## config.mk

```make
export PLATFORM = sky130hd
export DESIGN_NAME = neuron_cfg_spi
export DESIGN_NICKNAME = d
export VERILOG_FILES = /design/src/rtl/nspi_pkg.sv /design/src/rtl/nspi_sync.sv /design/src/rtl/nspi_frame.sv /design/src/rtl/nspi_regs.sv /design/src/rtl/neuron_cfg_spi.sv
export SDC_FILE = /design/constraint.sdc
export NUM_CORES = 1
export LEC_CHECK = 0
export CORE_ASPECT_RATIO = 1.25
export CORE_MARGIN = 2
export CORE_UTILIZATION = 36
export CTS_CLUSTER_SIZE = 24
export DETAILED_ROUTE_END_ITERATION = 6
export PLACE_DENSITY_LB_ADDON = 0.15
export REMOVE_ABC_BUFFERS = 1
export SETUP_SLACK_MARGIN = 0.2
export SLEW_MARGIN = 20
export SYNTH_ARGS = -nofsm -noshare
export SYNTH_HDL_FRONTEND = slang
export SYNTH_SLANG_ARGS = --single-unit
```

## constraint.sdc

```tcl
create_clock -name clk -period 2.71 [get_ports clk]
set_clock_uncertainty 0.15 [all_clocks]
set_input_delay 0.6775 -clock clk [delete_from_list [all_inputs] [get_ports clk]]
set_output_delay 0.6775 -clock clk [all_outputs]
set_load 0.005 [all_outputs]
```

## src/rtl/nspi_pkg.sv

```systemverilog
package nspi_pkg;

  localparam int DW         = 8;
  localparam int AW         = DW - 1;
  localparam int FRAME_BITS = 2 * DW;
  localparam int LUT_N      = 8;
  localparam int LUT_AW     = $clog2(LUT_N);
  localparam int SYNC_STAGES = 2;

  // register map; the datapath decodes these positions
  localparam logic [AW-1:0] A_CTRL   = 7'h00;
  localparam logic [AW-1:0] A_POLY_L = 7'h01;
  localparam logic [AW-1:0] A_POLY_H = 7'h02;
  localparam logic [AW-1:0] A_SEED_L = 7'h03;
  localparam logic [AW-1:0] A_SEED_H = 7'h04;
  localparam logic [AW-1:0] A_THR    = 7'h05;
  localparam logic [AW-1:0] A_DEC    = 7'h06;
  localparam logic [AW-1:0] A_STAT   = 7'h07;
  localparam logic [AW-1:0] A_LUT0   = 7'h08;

  localparam logic [2*DW-1:0] POLY_RST = 16'h002D;
  localparam logic [2*DW-1:0] SEED_RST = 16'hACE1;
  localparam logic [DW-1:0]   THR_RST  = 8'h80;
  localparam logic [DW-1:0]   DEC_RST  = 8'h01;
  localparam logic [DW-1:0]   LUT_LO   = 8'h20;
  localparam logic [DW-1:0]   LUT_HI   = 8'hFF;

  // shared pin direction: MISO on bit 2, debug taps on 7:4
  localparam logic [7:0] PAD_OE_MASK = 8'hF4;

  typedef struct packed {
    logic [2:0] refr;
    logic [1:0] spare;
    logic       freerun;
    logic       clr;
    logic       en;
  } ctrl_t;

  function automatic logic [DW-1:0] lut_reset(input int idx);
    int span;
    span = int'(LUT_HI) - int'(LUT_LO);
    return DW'(int'(LUT_LO) + (idx * span) / (LUT_N - 1));
  endfunction

endpackage

```

## src/rtl/nspi_sync.sv

```systemverilog
module nspi_sync #(
  parameter int          W       = 3,
  parameter int          STAGES  = 2,
  parameter logic [W-1:0] RST_VAL = '0
) (
  input  logic         clk,
  input  logic         rst,
  input  logic [W-1:0] d_i,
  output logic [W-1:0] q_o
);

  logic [W-1:0] stg [STAGES];

  always_ff @(posedge clk) begin
    if (rst) stg[0] <= RST_VAL;
    else     stg[0] <= d_i;
  end

  generate
    for (genvar s = 1; s < STAGES; s++) begin : g_stage
      always_ff @(posedge clk) begin
        if (rst) stg[s] <= RST_VAL;
        else     stg[s] <= stg[s-1];
      end
    end
  endgenerate

  assign q_o = stg[STAGES-1];

endmodule

```

## src/rtl/nspi_frame.sv

```systemverilog
module nspi_frame #(
  parameter int DW         = nspi_pkg::DW,
  parameter int AW         = nspi_pkg::AW,
  parameter int FRAME_BITS = nspi_pkg::FRAME_BITS
) (
  input  logic          clk,
  input  logic          rst,
  input  logic          csn_s,
  input  logic          sck_s,
  input  logic          mosi_s,
  input  logic [DW-1:0] rd_data_i,
  output logic [AW-1:0] hdr_addr_o,
  output logic          wr_stb_o,
  output logic [AW-1:0] wr_addr_o,
  output logic [DW-1:0] wr_data_o,
  output logic          miso_o
);

  localparam int CNT_W    = $clog2(FRAME_BITS);
  localparam int HDR_LAST = FRAME_BITS / 2 - 1;
  localparam int LAST     = FRAME_BITS - 1;

  logic             sck_d;
  logic             rise, fall;
  logic [CNT_W-1:0] cnt;
  logic [DW-2:0]    sr;
  logic             rd_q;
  logic [AW-1:0]    addr_q;
  logic [DW-1:0]    tx;

  assign rise = sck_s & ~sck_d;
  assign fall = ~sck_s & sck_d;

  always_ff @(posedge clk) begin
    if (rst) sck_d <= 1'b0;
    else     sck_d <= sck_s;
  end

  always_ff @(posedge clk) begin
    if (rst) begin
      cnt       <= '0;
      sr        <= '0;
      rd_q      <= 1'b0;
      addr_q    <= '0;
      tx        <= '0;
      wr_stb_o  <= 1'b0;
      wr_addr_o <= '0;
      wr_data_o <= '0;
    end else begin
      wr_stb_o <= 1'b0;
      if (csn_s) begin
        cnt  <= '0;
        rd_q <= 1'b0;
        tx   <= '0;
      end else begin
        if (rise) begin
          sr  <= {sr[DW-3:0], mosi_s};
          cnt <= (cnt == CNT_W'(LAST)) ? '0 : cnt + 1'b1;
          if (cnt == CNT_W'(HDR_LAST)) begin
            rd_q   <= sr[DW-2];
            addr_q <= {sr[DW-3:0], mosi_s};
          end
          if (cnt == CNT_W'(LAST) && !rd_q) begin
            wr_stb_o  <= 1'b1;
            wr_addr_o <= addr_q;
            wr_data_o <= {sr, mosi_s};
          end
        end
        if (fall) begin
          if (cnt == CNT_W'(HDR_LAST + 1) && rd_q) tx <= rd_data_i;
          else if (cnt > CNT_W'(HDR_LAST + 1))     tx <= {tx[DW-2:0], 1'b0};
          else                                     tx <= '0;
        end
      end
    end
  end

  assign hdr_addr_o = addr_q;
  assign miso_o     = tx[DW-1];

endmodule

```

## src/rtl/nspi_regs.sv

```systemverilog
module nspi_regs
  import nspi_pkg::*;
#(
  parameter int DW    = nspi_pkg::DW,
  parameter int AW    = nspi_pkg::AW,
  parameter int LUT_N = nspi_pkg::LUT_N
) (
  input  logic                      clk,
  input  logic                      rst,
  input  logic                      wr_stb_i,
  input  logic [AW-1:0]             wr_addr_i,
  input  logic [DW-1:0]             wr_data_i,
  input  logic [AW-1:0]             rd_addr_i,
  input  logic                      st_spike_i,
  input  logic                      st_ovf_i,
  input  logic                      st_refr_i,
  input  logic [$clog2(LUT_N)-1:0]  lut_idx_i,
  output logic [DW-1:0]             rd_data_o,
  output logic                      en_o,
  output logic                      freerun_o,
  output logic [2:0]                refr_o,
  output logic [2*DW-1:0]           poly_o,
  output logic [2*DW-1:0]           seed_o,
  output logic                      seed_load_o,
  output logic                      accum_clr_o,
  output logic [DW-1:0]             thresh_o,
  output logic [DW-1:0]             decay_o,
  output logic [DW-1:0]             lut_val_o
);

  localparam int IDX_W = $clog2(LUT_N);

  ctrl_t         ctrl_q;
  logic [DW-1:0] poly_l, poly_h, seed_l, seed_h, thr_q, dec_q;
  logic [DW-1:0] mem [LUT_N];
  logic [DW-1:0] lut_a_q, lut_b_q;
  logic [DW-1:0] rd_mux;
  logic          wr_lut, rd_lut;

  assign wr_lut = (wr_addr_i >= A_LUT0) && (int'(wr_addr_i) < int'(A_LUT0) + LUT_N);
  assign rd_lut = (rd_addr_i >= A_LUT0) && (int'(rd_addr_i) < int'(A_LUT0) + LUT_N);

  // scalar registers and side-effect strobes
  always_ff @(posedge clk) begin
    if (rst) begin
      ctrl_q      <= '0;
      poly_l      <= POLY_RST[DW-1:0];
      poly_h      <= POLY_RST[2*DW-1:DW];
      seed_l      <= SEED_RST[DW-1:0];
      seed_h      <= SEED_RST[2*DW-1:DW];
      thr_q       <= THR_RST;
      dec_q       <= DEC_RST;
      seed_load_o <= 1'b0;
      accum_clr_o <= 1'b0;
    end else begin
      seed_load_o <= 1'b0;
      accum_clr_o <= 1'b0;
      if (wr_stb_i) begin
        case (wr_addr_i)
          A_CTRL: begin
            ctrl_q      <= ctrl_t'(wr_data_i);
            ctrl_q.clr  <= 1'b0;
            accum_clr_o <= wr_data_i[1];
          end
          A_POLY_L: poly_l <= wr_data_i;
          A_POLY_H: poly_h <= wr_data_i;
          A_SEED_L: seed_l <= wr_data_i;
          A_SEED_H: begin
            seed_h      <= wr_data_i;
            seed_load_o <= 1'b1;
          end
          A_THR:    thr_q <= wr_data_i;
          A_DEC:    dec_q <= wr_data_i;
          default: ;
        endcase
      end
    end
  end

  // activation table: one write port, two registered read ports
  always_ff @(posedge clk) begin
    if (rst) begin
      for (int i = 0; i < LUT_N; i++) mem[i] <= lut_reset(i);
    end else if (wr_stb_i && wr_lut) begin
      mem[wr_addr_i[IDX_W-1:0]] <= wr_data_i;
    end
  end

  always_ff @(posedge clk) begin
    lut_a_q <= mem[rd_addr_i[IDX_W-1:0]];
    lut_b_q <= mem[lut_idx_i];
  end

  always_comb begin
    rd_mux = '0;
    if (rd_lut) begin
      rd_mux = lut_a_q;
    end else begin
      case (rd_addr_i)
        A_CTRL:   rd_mux = ctrl_q;
        A_POLY_L: rd_mux = poly_l;
        A_POLY_H: rd_mux = poly_h;
        A_SEED_L: rd_mux = seed_l;
        A_SEED_H: rd_mux = seed_h;
        A_THR:    rd_mux = thr_q;
        A_DEC:    rd_mux = dec_q;
        A_STAT:   rd_mux = {{(DW-3){1'b0}}, st_refr_i, st_ovf_i, st_spike_i};
        default:  rd_mux = '0;
      endcase
    end
  end

  always_ff @(posedge clk) begin
    if (rst) rd_data_o <= '0;
    else     rd_data_o <= rd_mux;
  end

  assign en_o      = ctrl_q.en;
  assign freerun_o = ctrl_q.freerun;
  assign refr_o    = ctrl_q.refr;
  assign poly_o    = {poly_h, poly_l};
  assign seed_o    = {seed_h, seed_l};
  assign thresh_o  = thr_q;
  assign decay_o   = dec_q;
  assign lut_val_o = lut_b_q;

endmodule

```

## src/rtl/neuron_cfg_spi.sv

```systemverilog
module neuron_cfg_spi
  import nspi_pkg::*;
#(
  parameter int DW    = nspi_pkg::DW,
  parameter int LUT_N = nspi_pkg::LUT_N
) (
  input  logic                     clk,
  input  logic                     rst,
  input  logic                     spi_csn_i,
  input  logic                     spi_sck_i,
  input  logic                     spi_mosi_i,
  input  logic                     st_spike_i,
  input  logic                     st_ovf_i,
  input  logic                     st_refr_i,
  input  logic [$clog2(LUT_N)-1:0] lut_idx_i,
  output logic                     miso_o,
  output logic [7:0]               pad_oe_o,
  output logic                     en_o,
  output logic                     freerun_o,
  output logic [2:0]               refr_o,
  output logic [2*DW-1:0]          poly_o,
  output logic [2*DW-1:0]          seed_o,
  output logic                     seed_load_o,
  output logic                     accum_clr_o,
  output logic [DW-1:0]            thresh_o,
  output logic [DW-1:0]            decay_o,
  output logic [DW-1:0]            lut_val_o
);

  localparam int AW = DW - 1;

  logic          csn_s, sck_s, mosi_s;
  logic [AW-1:0] hdr_addr;
  logic          wr_stb;
  logic [AW-1:0] wr_addr;
  logic [DW-1:0] wr_data;
  logic [DW-1:0] rd_data;

  nspi_sync #(
    .W       (3),
    .STAGES  (SYNC_STAGES),
    .RST_VAL (3'b100)
  ) u_sync (
    .clk (clk),
    .rst (rst),
    .d_i ({spi_csn_i, spi_sck_i, spi_mosi_i}),
    .q_o ({csn_s, sck_s, mosi_s})
  );

  nspi_frame #(
    .DW         (DW),
    .AW         (AW),
    .FRAME_BITS (2 * DW)
  ) u_frame (
    .clk        (clk),
    .rst        (rst),
    .csn_s      (csn_s),
    .sck_s      (sck_s),
    .mosi_s     (mosi_s),
    .rd_data_i  (rd_data),
    .hdr_addr_o (hdr_addr),
    .wr_stb_o   (wr_stb),
    .wr_addr_o  (wr_addr),
    .wr_data_o  (wr_data),
    .miso_o     (miso_o)
  );

  nspi_regs #(
    .DW    (DW),
    .AW    (AW),
    .LUT_N (LUT_N)
  ) u_regs (
    .clk         (clk),
    .rst         (rst),
    .wr_stb_i    (wr_stb),
    .wr_addr_i   (wr_addr),
    .wr_data_i   (wr_data),
    .rd_addr_i   (hdr_addr),
    .st_spike_i  (st_spike_i),
    .st_ovf_i    (st_ovf_i),
    .st_refr_i   (st_refr_i),
    .lut_idx_i   (lut_idx_i),
    .rd_data_o   (rd_data),
    .en_o        (en_o),
    .freerun_o   (freerun_o),
    .refr_o      (refr_o),
    .poly_o      (poly_o),
    .seed_o      (seed_o),
    .seed_load_o (seed_load_o),
    .accum_clr_o (accum_clr_o),
    .thresh_o    (thresh_o),
    .decay_o     (decay_o),
    .lut_val_o   (lut_val_o)
  );

  assign pad_oe_o = PAD_OE_MASK;

endmodule

```

==> out/metrics.yaml, run 1 <==
min_path:
  hp-class: "reg -> reg"
final_layout:
  n_antenna_cell: 0
  area_growth_pct: 18.9
  drive_gt1_share_pct: 19.3
  nets: 824
clocking:
  cts_sinks: 195
  cts-root-buf: "clkbuf_16"
  cts_resized: 0
  clk_pin_slew_worst_paths_ps: 80
  clock_latency_ps: 440
  cts_tree: "done"
  ctsHoldBuffers: 0
  post_cts_buffers: 0
  cts_buffers: 17
  clock_path_buffers: 2
  h-tree-depth: 4
sta:
  rsz0062_at_grt: "false"
  fmax_ghz: 0.454
  timing.setup.tns_ps: 0
  period_needed_ps: 2200
  tightest_slew_ps: 928
  whs_ps: 266
  finalCritPeriodShare_pct: 81.3
  slew_headroom_pct: 38.1
  report.final.hold_viol_count: 0
  finalSetupViolations: 0
  drv_slew: 0
grt:
  grt_pass1_wl_mm: 36.2
  grt_pass1_vias: 6019
  grt_usage_pct: 19.3
  grt_max_degree: 82
  antenna_found_initial: 2
  globalRouteOverflowTotal: 0
logic_synthesis:
  async_flop_share_pct: 0
  synthMuxAreaShare_pct: 20.1
  yosysMostFrequentCell: "dfxtp_1"
  synth_edf_count: 64
  synth.cell_area_sq_um: 8640
  yosys_warnings: 0
  synth_common_cells: "dfxtp_1, nor2_1, mux2i_1, edfxtp_1, clkbuf_1"
  synth-seq-cells: 195
  yosysUniqueCellTypes: 51
  synthAdderAreaFrac_pct: 0.290
  synth_compound_area_share_pct: 6.31
  synth_top_family_by_area: "multiplexers"
  synth_cells: 757
  yosysTopAreaCell: "dfxtp_1"
  synth_top_flop_cell: "dfxtp_1"
  synth_simple_gate_area_share_pct: 15.9
  synth_xor_area_share_pct: 0.101
  synth_top_area_share_pct: 30.3
  netlist_top_cells_area: "dfxtp_1, edfxtp_1, mux2i_1"
  syn_area_per_cell_sq_um: 11.4
  synth-seq-area-share_pct: 52.6
critical_path:
  critPathMaxFanout: 3
  cp-end-kind: "output pin"
  path_cells: "clkdlybuf4s50_1"
  path_delay_family: "buffers and inverters"
  crit_slowest_cell: "clkdlybuf4s50_1"
  cp.buffers_inverters: 1
  critPathLaunchType: "flop"
  critical_path_required_ps: 1880
  slowest_delay_ps: 530
  worstPathArrival_ps: 1380
  worst-setup-path-type: "reg -> out"
drt:
  wire_per_inst_um: 21.4
  viasPerCell: 5.37
  wirelength_mm: 23.9
  drtAntennaViolNets: 0
  vias: 5991
  dr.first_iter.drc_count: 385
  drc: 0
  dr.pass1.iters: 5
die:
  core_sq_um: 23600
  boundaryPins: 83
  die_w_um: 143
  start_util_pct: 36.6
  row_count: 63
  fp.dieH_um: 177
  die-area_sq_um: 25300
pwr:
  peakVddDrop_v: 0.000454
  power.switching_w: 0.00132
  comb_power_share_pct: 2.9
  swShare_pct: 23.1
  pwr-share-seq_pct: 53.5
  clockPowerShare_pct: 43.6
  fin_total_pwr_w: 0.00570
  p_int_w: 0.00438
  p_per_area_nw_per_um2: 555
  p_leak_nw: 3.26
placement:
  routabilityCongestion: 0.817
  numPortBuffers: 74
  place_hpwl_mm: 17.0
outcome:
  status: "finished, final reports clean"
flow_run:
  cap_violations: 0
## cell type report
| class | count | area [sq um] |
|---|---|---|
| flip-flops and latches | 195 | 4550 |
| repair buffers | 102 | 986 |
| clock buffers | 18 | 450 |
| fillers | 2241 | 13400 |
| well taps | 292 | 365 |
| multi-input cells | 479 | 3730 |
| inverters | 16 | 60.1 |
| clock inverters | 14 | 141 |
## kinds of logic (layout without fill, tap and decap cells)
group                    Yosys count  after routing
AO/OA/AOI/OAI                     81             81
XOR/XNOR                           1              1
adder cells (fa/ha/maj)            2              2
buffers and inverters             89            150
flip-flops                       195            195
multiplexers                     131            131
other                              2              8
AND/OR/NAND/NOR                  256            256
## power groups by stage
stage / registers (W) / clock network (W) / logic (W)
2_1_floorplan: 0.00311 / 0 / 0.0000723
3_3_place_gp: 0.00312 / 0 / 0.000162
3_5_place_dp: 0.00312 / 0 / 0.000165
4_1_cts: 0.00305 / 0.00253 / 0.000167
5_1_grt: 0.00305 / 0.00264 / 0.000180
6_report: 0.00305 / 0.00249 / 0.000165
## metal layers
metal	part of all wire, %	global-route usage, %	vias up
li1	-	-	2820
met1	41	23.5	2980
met2	53	35.2	161
met3	3.6	2.81	30
met4	1.9	5.98	0
met5	0	0	-
## final timing paths
kind	slack, ps	end	start	cells past startpoint
max	510	refr_o[0]	u_regs.refr_o[0]$_SDFFE_PP0N_	1
min	270	u_sync.stg[1][2]$_SDFF_PP1_	u_sync.stg[0][2]$_SDFF_PP1_	1
max reg2reg	520	u_regs.mem[1][4]$_SDFFCE_PN1P_	u_frame.wr_addr_o[0]$_SDFFE_PP0P_	3
min reg2reg	270	u_sync.stg[1][2]$_SDFF_PP1_	u_sync.stg[0][2]$_SDFF_PP1_	1
## cells in the final DEF, fill, tap and decap left out, types with 13 or more instances in the layout
cell type          n
mux2i_1           77
or3_1             17
mux4_2            32
a21oi_1           23
buf_4             26
inv_1             15
or2_2             33
edfxtp_1          64
nor3_1            18
mux2_2            22
dfxtp_1          129
nand2_1           28
clkbuf_16         18
nor2b_1           13
clkdlybuf4s50_1   73
nor2_1            94
o21ai_0           16
## through the flow
stage | worst slack, ps | utilization [%] | std cells | cell area (sq um)
2_1_floorplan | 187 | - | 690 | 8320
3_3_place_gp | 229 | 41.0 | 1084 | 9690
3_5_place_dp | 161 | 41.0 | 1084 | 9690
4_1_cts | 496 | 43.5 | 1116 | 10300
5_1_grt | 389 | 43.5 | 1116 | 10300
6_report | 505 | 43.5 | 1116 | 10300
## worst register-to-register path: cells and delay by family, from the launching register on
family / cells / cell delay [ps]
and+or+nand+nor: 3 / 1070
DFF: 1 / 630
## flip-flops by register name (all words and copies together) (netlist names), 2 cells and up
signal	count
u_regs.mem	64
u_frame.tx	8
u_frame.wr_data_o	8
u_regs.decay_o	8
u_regs.lut_a_q	8
u_regs.lut_val_o	8
u_regs.poly_h	8
u_regs.poly_l	8
u_regs.rd_data_o	8
u_regs.seed_h	8
u_regs.seed_l	8
u_regs.thresh_o	8
u_frame.hdr_addr_o	7
u_frame.sr	7
u_frame.wr_addr_o	7
u_sync.stg	6
u_frame.cnt	4
u_regs.refr_o	3
u_regs.ctrl_q	2
No activity file was read; power rests on OpenSTA's default activity.
==> inputs of run 2 (changes only) <==
clock period = 2.2 ns   (was 2.71 ns; I/O delays follow)
==> run 2 against run 1 <==
  * Routed wire length increased by 2.5%
  * Register-to-register slack got worse by 320 ps
  * Combinational power increased by 36%
  * Power increased by 22%
  * Die area unchanged
  * Core utilization increased by 2.2 points
  * Non-clock buffer count increased by 37
  * Cell count increased by 3.2%
  * Count of clock-buffer cells in the layout increased by 1
  * Clock power increased by 18%
  * Global-route usage increased by 0.67 points
==> out/metrics.yaml, run 2 (same netlist as run 1, synthesis figures left out) <==
min_path:
  worstHoldStart: "u_sync.stg[0][2]$_SDFF_PP1_"  # unchanged
  hp-class: "reg -> reg"  # unchanged
  holdPathStages: 1  # unchanged
  min_to: "u_sync.stg[1][2]$_SDFF_PP1_"  # unchanged
sta:
  finalCritPeriodShare_pct: 91.0
  fmax_ghz: 0.499
  slew_headroom_pct: 45.4  # was 38.1%
  timing.setup.tns_ps: 0  # unchanged
  period_needed_ps: 2000
  finalSetupViolations: 0  # unchanged
  tightest_slew_ps: 818  # was 928 ps
  fin_ws_ps: 198  # was 505 ps
  rsz0062_at_grt: "true"  # was false
  whs_ps: 260  # was 266 ps
  report.final.hold_viol_count: 0  # unchanged
  drv_slew: 0  # unchanged
grt:
  grt_usage_pct: 20.0  # was 19.3%
  grt_pass1_wl_mm: 37.5  # was 36.2 mm
  antenna_found_initial: 1  # was 2
  globalRouteOverflowTotal: 0  # unchanged
  grt_max_degree: 56  # was 82
  grt_pass1_vias: 6201  # was 6019
final_layout:
  area_growth_pct: 24.8  # was 18.9%
  fill_cells: 2179  # was 2241
  drive_gt1_share_pct: 28.8  # was 19.3%
  layout_commonest_cell: "nor2_1"  # was dfxtp_1
  top_register: "u_regs.mem"  # unchanged
  nets: 861  # was 824
  n_antenna_cell: 0  # unchanged
  largest_register_ffs: 64  # unchanged
  register_area_sq_um: 4610  # was 4550 sq um
  multi_input_area_sq_um: 3770  # was 3730 sq um
  most-common-layout-cells: "nor2_1, dfxtp_1, mux2i_1"  # was dfxtp_1, nor2_1, mux2i_1
die:
  boundaryPins: 83  # unchanged
  core_sq_um: 23600  # unchanged
  fp.dieH_um: 177  # unchanged
  start_util_pct: 36.6  # unchanged
  row_count: 63  # unchanged
  die-area_sq_um: 25300  # unchanged
  die_w_um: 143  # unchanged
placement:
  place_hpwl_mm: 17.3  # was 17.0 mm
  numPortBuffers: 74  # unchanged
  pre_cts_ws_ps: -126  # was 161 ps
  routabilityCongestion: 0.809  # was 0.817
pwr:
  p_per_area_nw_per_um2: 643  # was 555 nW/um^2
  fin_total_pwr_w: 0.00693  # was 0.00570 W
  p_leak_nw: 3.98  # was 3.26 nW
  peakVddDrop_v: 0.000547  # was 0.000454 V
critical_path:
  rr_worst_depth: 5  # was 3
  r2r_slack_ps: 200  # was 520 ps
  critPathLaunchType: "flop"  # unchanged
  r2r-start: "u_frame.wr_addr_o[3]$_SDFFE_PP0P_"  # was u_frame.wr_addr_o[0]$_SDFFE_PP0P_
  critical_path_required_ps: 2370  # was 1880 ps
  critPathMaxFanout: 5  # was 3
  worstPathArrival_ps: 2170  # was 1380 ps
  worst-setup-path-type: "reg -> reg"  # was reg -> out
  cp-end-kind: "flop"  # was output pin
  r2r-end: "u_regs.thresh_o[2]$_SDFFE_PP0P_"  # was u_regs.mem[1][4]$_SDFFCE_PN1P_
drt:
  vias: 6162  # was 5991
  wirelength_mm: 24.5  # was 23.9 mm
  dr.first_iter.drc_count: 368  # was 385
  drtAntennaViolNets: 0  # unchanged
  wire_per_inst_um: 21.3  # was 21.4 um
  viasPerCell: 5.35  # was 5.37
  dr.pass1.iters: 5  # unchanged
  drc: 0  # unchanged
clocking:
  h-tree-depth: 4  # unchanged
  cts_sinks: 195  # unchanged
  clock_latency_ps: 430  # was 440 ps
  clk_pin_slew_worst_paths_ps: 70  # was 80 ps
  cts_buffers: 17  # unchanged
  cts-root-buf: "clkbuf_16"  # unchanged
  clock_path_buffers: 2  # unchanged
  cts_tree: "done"  # unchanged
outcome:
  status: "finished, final reports clean"  # unchanged
flow_run:
  cap_violations: 0  # unchanged
## run 2: changes by cell type in the layout (fill, tap and decap cells not counted), sizes merged
cell,delta
buf,+37
bufinv,+1
clkbuf,+1
clkdlybuf4s50,-55
clkinvlp,+1
dlygate4sd2,+19
dlymetal6s2s,+36
inv,-4
## run 2: per-stage QoR
step	instance area (sq um)	util [%]	cells
finish	10800	45.6	1152
global route	10800	45.6	1152
CTS	10600	44.8	1144
detailed placement	9890	41.8	1101
global placement	9890	41.8	1101
floorplan	8320	-	690
## run 2: worst max path at each step
stage / to / slack [ps] / depth (start not counted) / from
after floorplan: u_frame.wr_addr_o[0]$_SDFFE_PP0P_ / -320 / 4 / u_frame.sck_d$_SDFF_PP0_
after global placement: u_regs.lut_val_o[1]$_DFF_P_ / -110 / 4 / lut_idx_i[0]
final: u_regs.thresh_o[2]$_SDFFE_PP0P_ / 200 / 5 / u_frame.wr_addr_o[3]$_SDFFE_PP0P_
after global routing: u_regs.thresh_o[2]$_SDFFE_PP0P_ / 140 / 5 / u_frame.wr_addr_o[3]$_SDFFE_PP0P_
after detailed placement: u_regs.lut_val_o[0]$_DFF_P_ / -130 / 4 / lut_idx_i[0]
after CTS: u_regs.thresh_o[1]$_SDFFE_PP0P_ / 150 / 5 / u_frame.wr_addr_o[3]$_SDFFE_PP0P_
## run 2: what timing repair did
item,4_1_cts,5_1_grt
gates resized for setup,71,51
setup buffers,12,7
setup endpoints to repair,78,124
gates cloned,0,1
hold buffers,0,0
pin swaps,2,3
## run 2: layer usage
layer	GRT usage (%)	vias to the layer above	routed length, um
met5	0	-	0
met1	25.1	3100	10400
li1	-	2873	-
met3	3.57	31	959
met4	7.05	0	572
met2	34.6	158	12500
## run 2: cell type report
cell class / count / area share (%)
flip-flops and latches: 195 / 42.7
repair buffers: 139 / 13.3
well taps: 292 / 3.39
clock buffers: 19 / 4.05
multi-input cells: 479 / 34.9
clock inverters: 12 / 1.02
inverters: 16 / 0.557
## run 2: where the power goes
| part | switching, W | internal, W |
|---|---|---|
| sequential | 0.0000209 | 0.00373 |
| combinational | 0.000117 | 0.000108 |
| clock | 0.00138 | 0.00157 |
| total | 0.00152 | 0.00541 |
## run 2: worst max-delay path, cell delays in order (launching register included)
cell and delay (ps):
dfxtp_2 330, or4b_4 540, or4_4 490, buf_12 170, mux2i_1 150, nor2_1 60
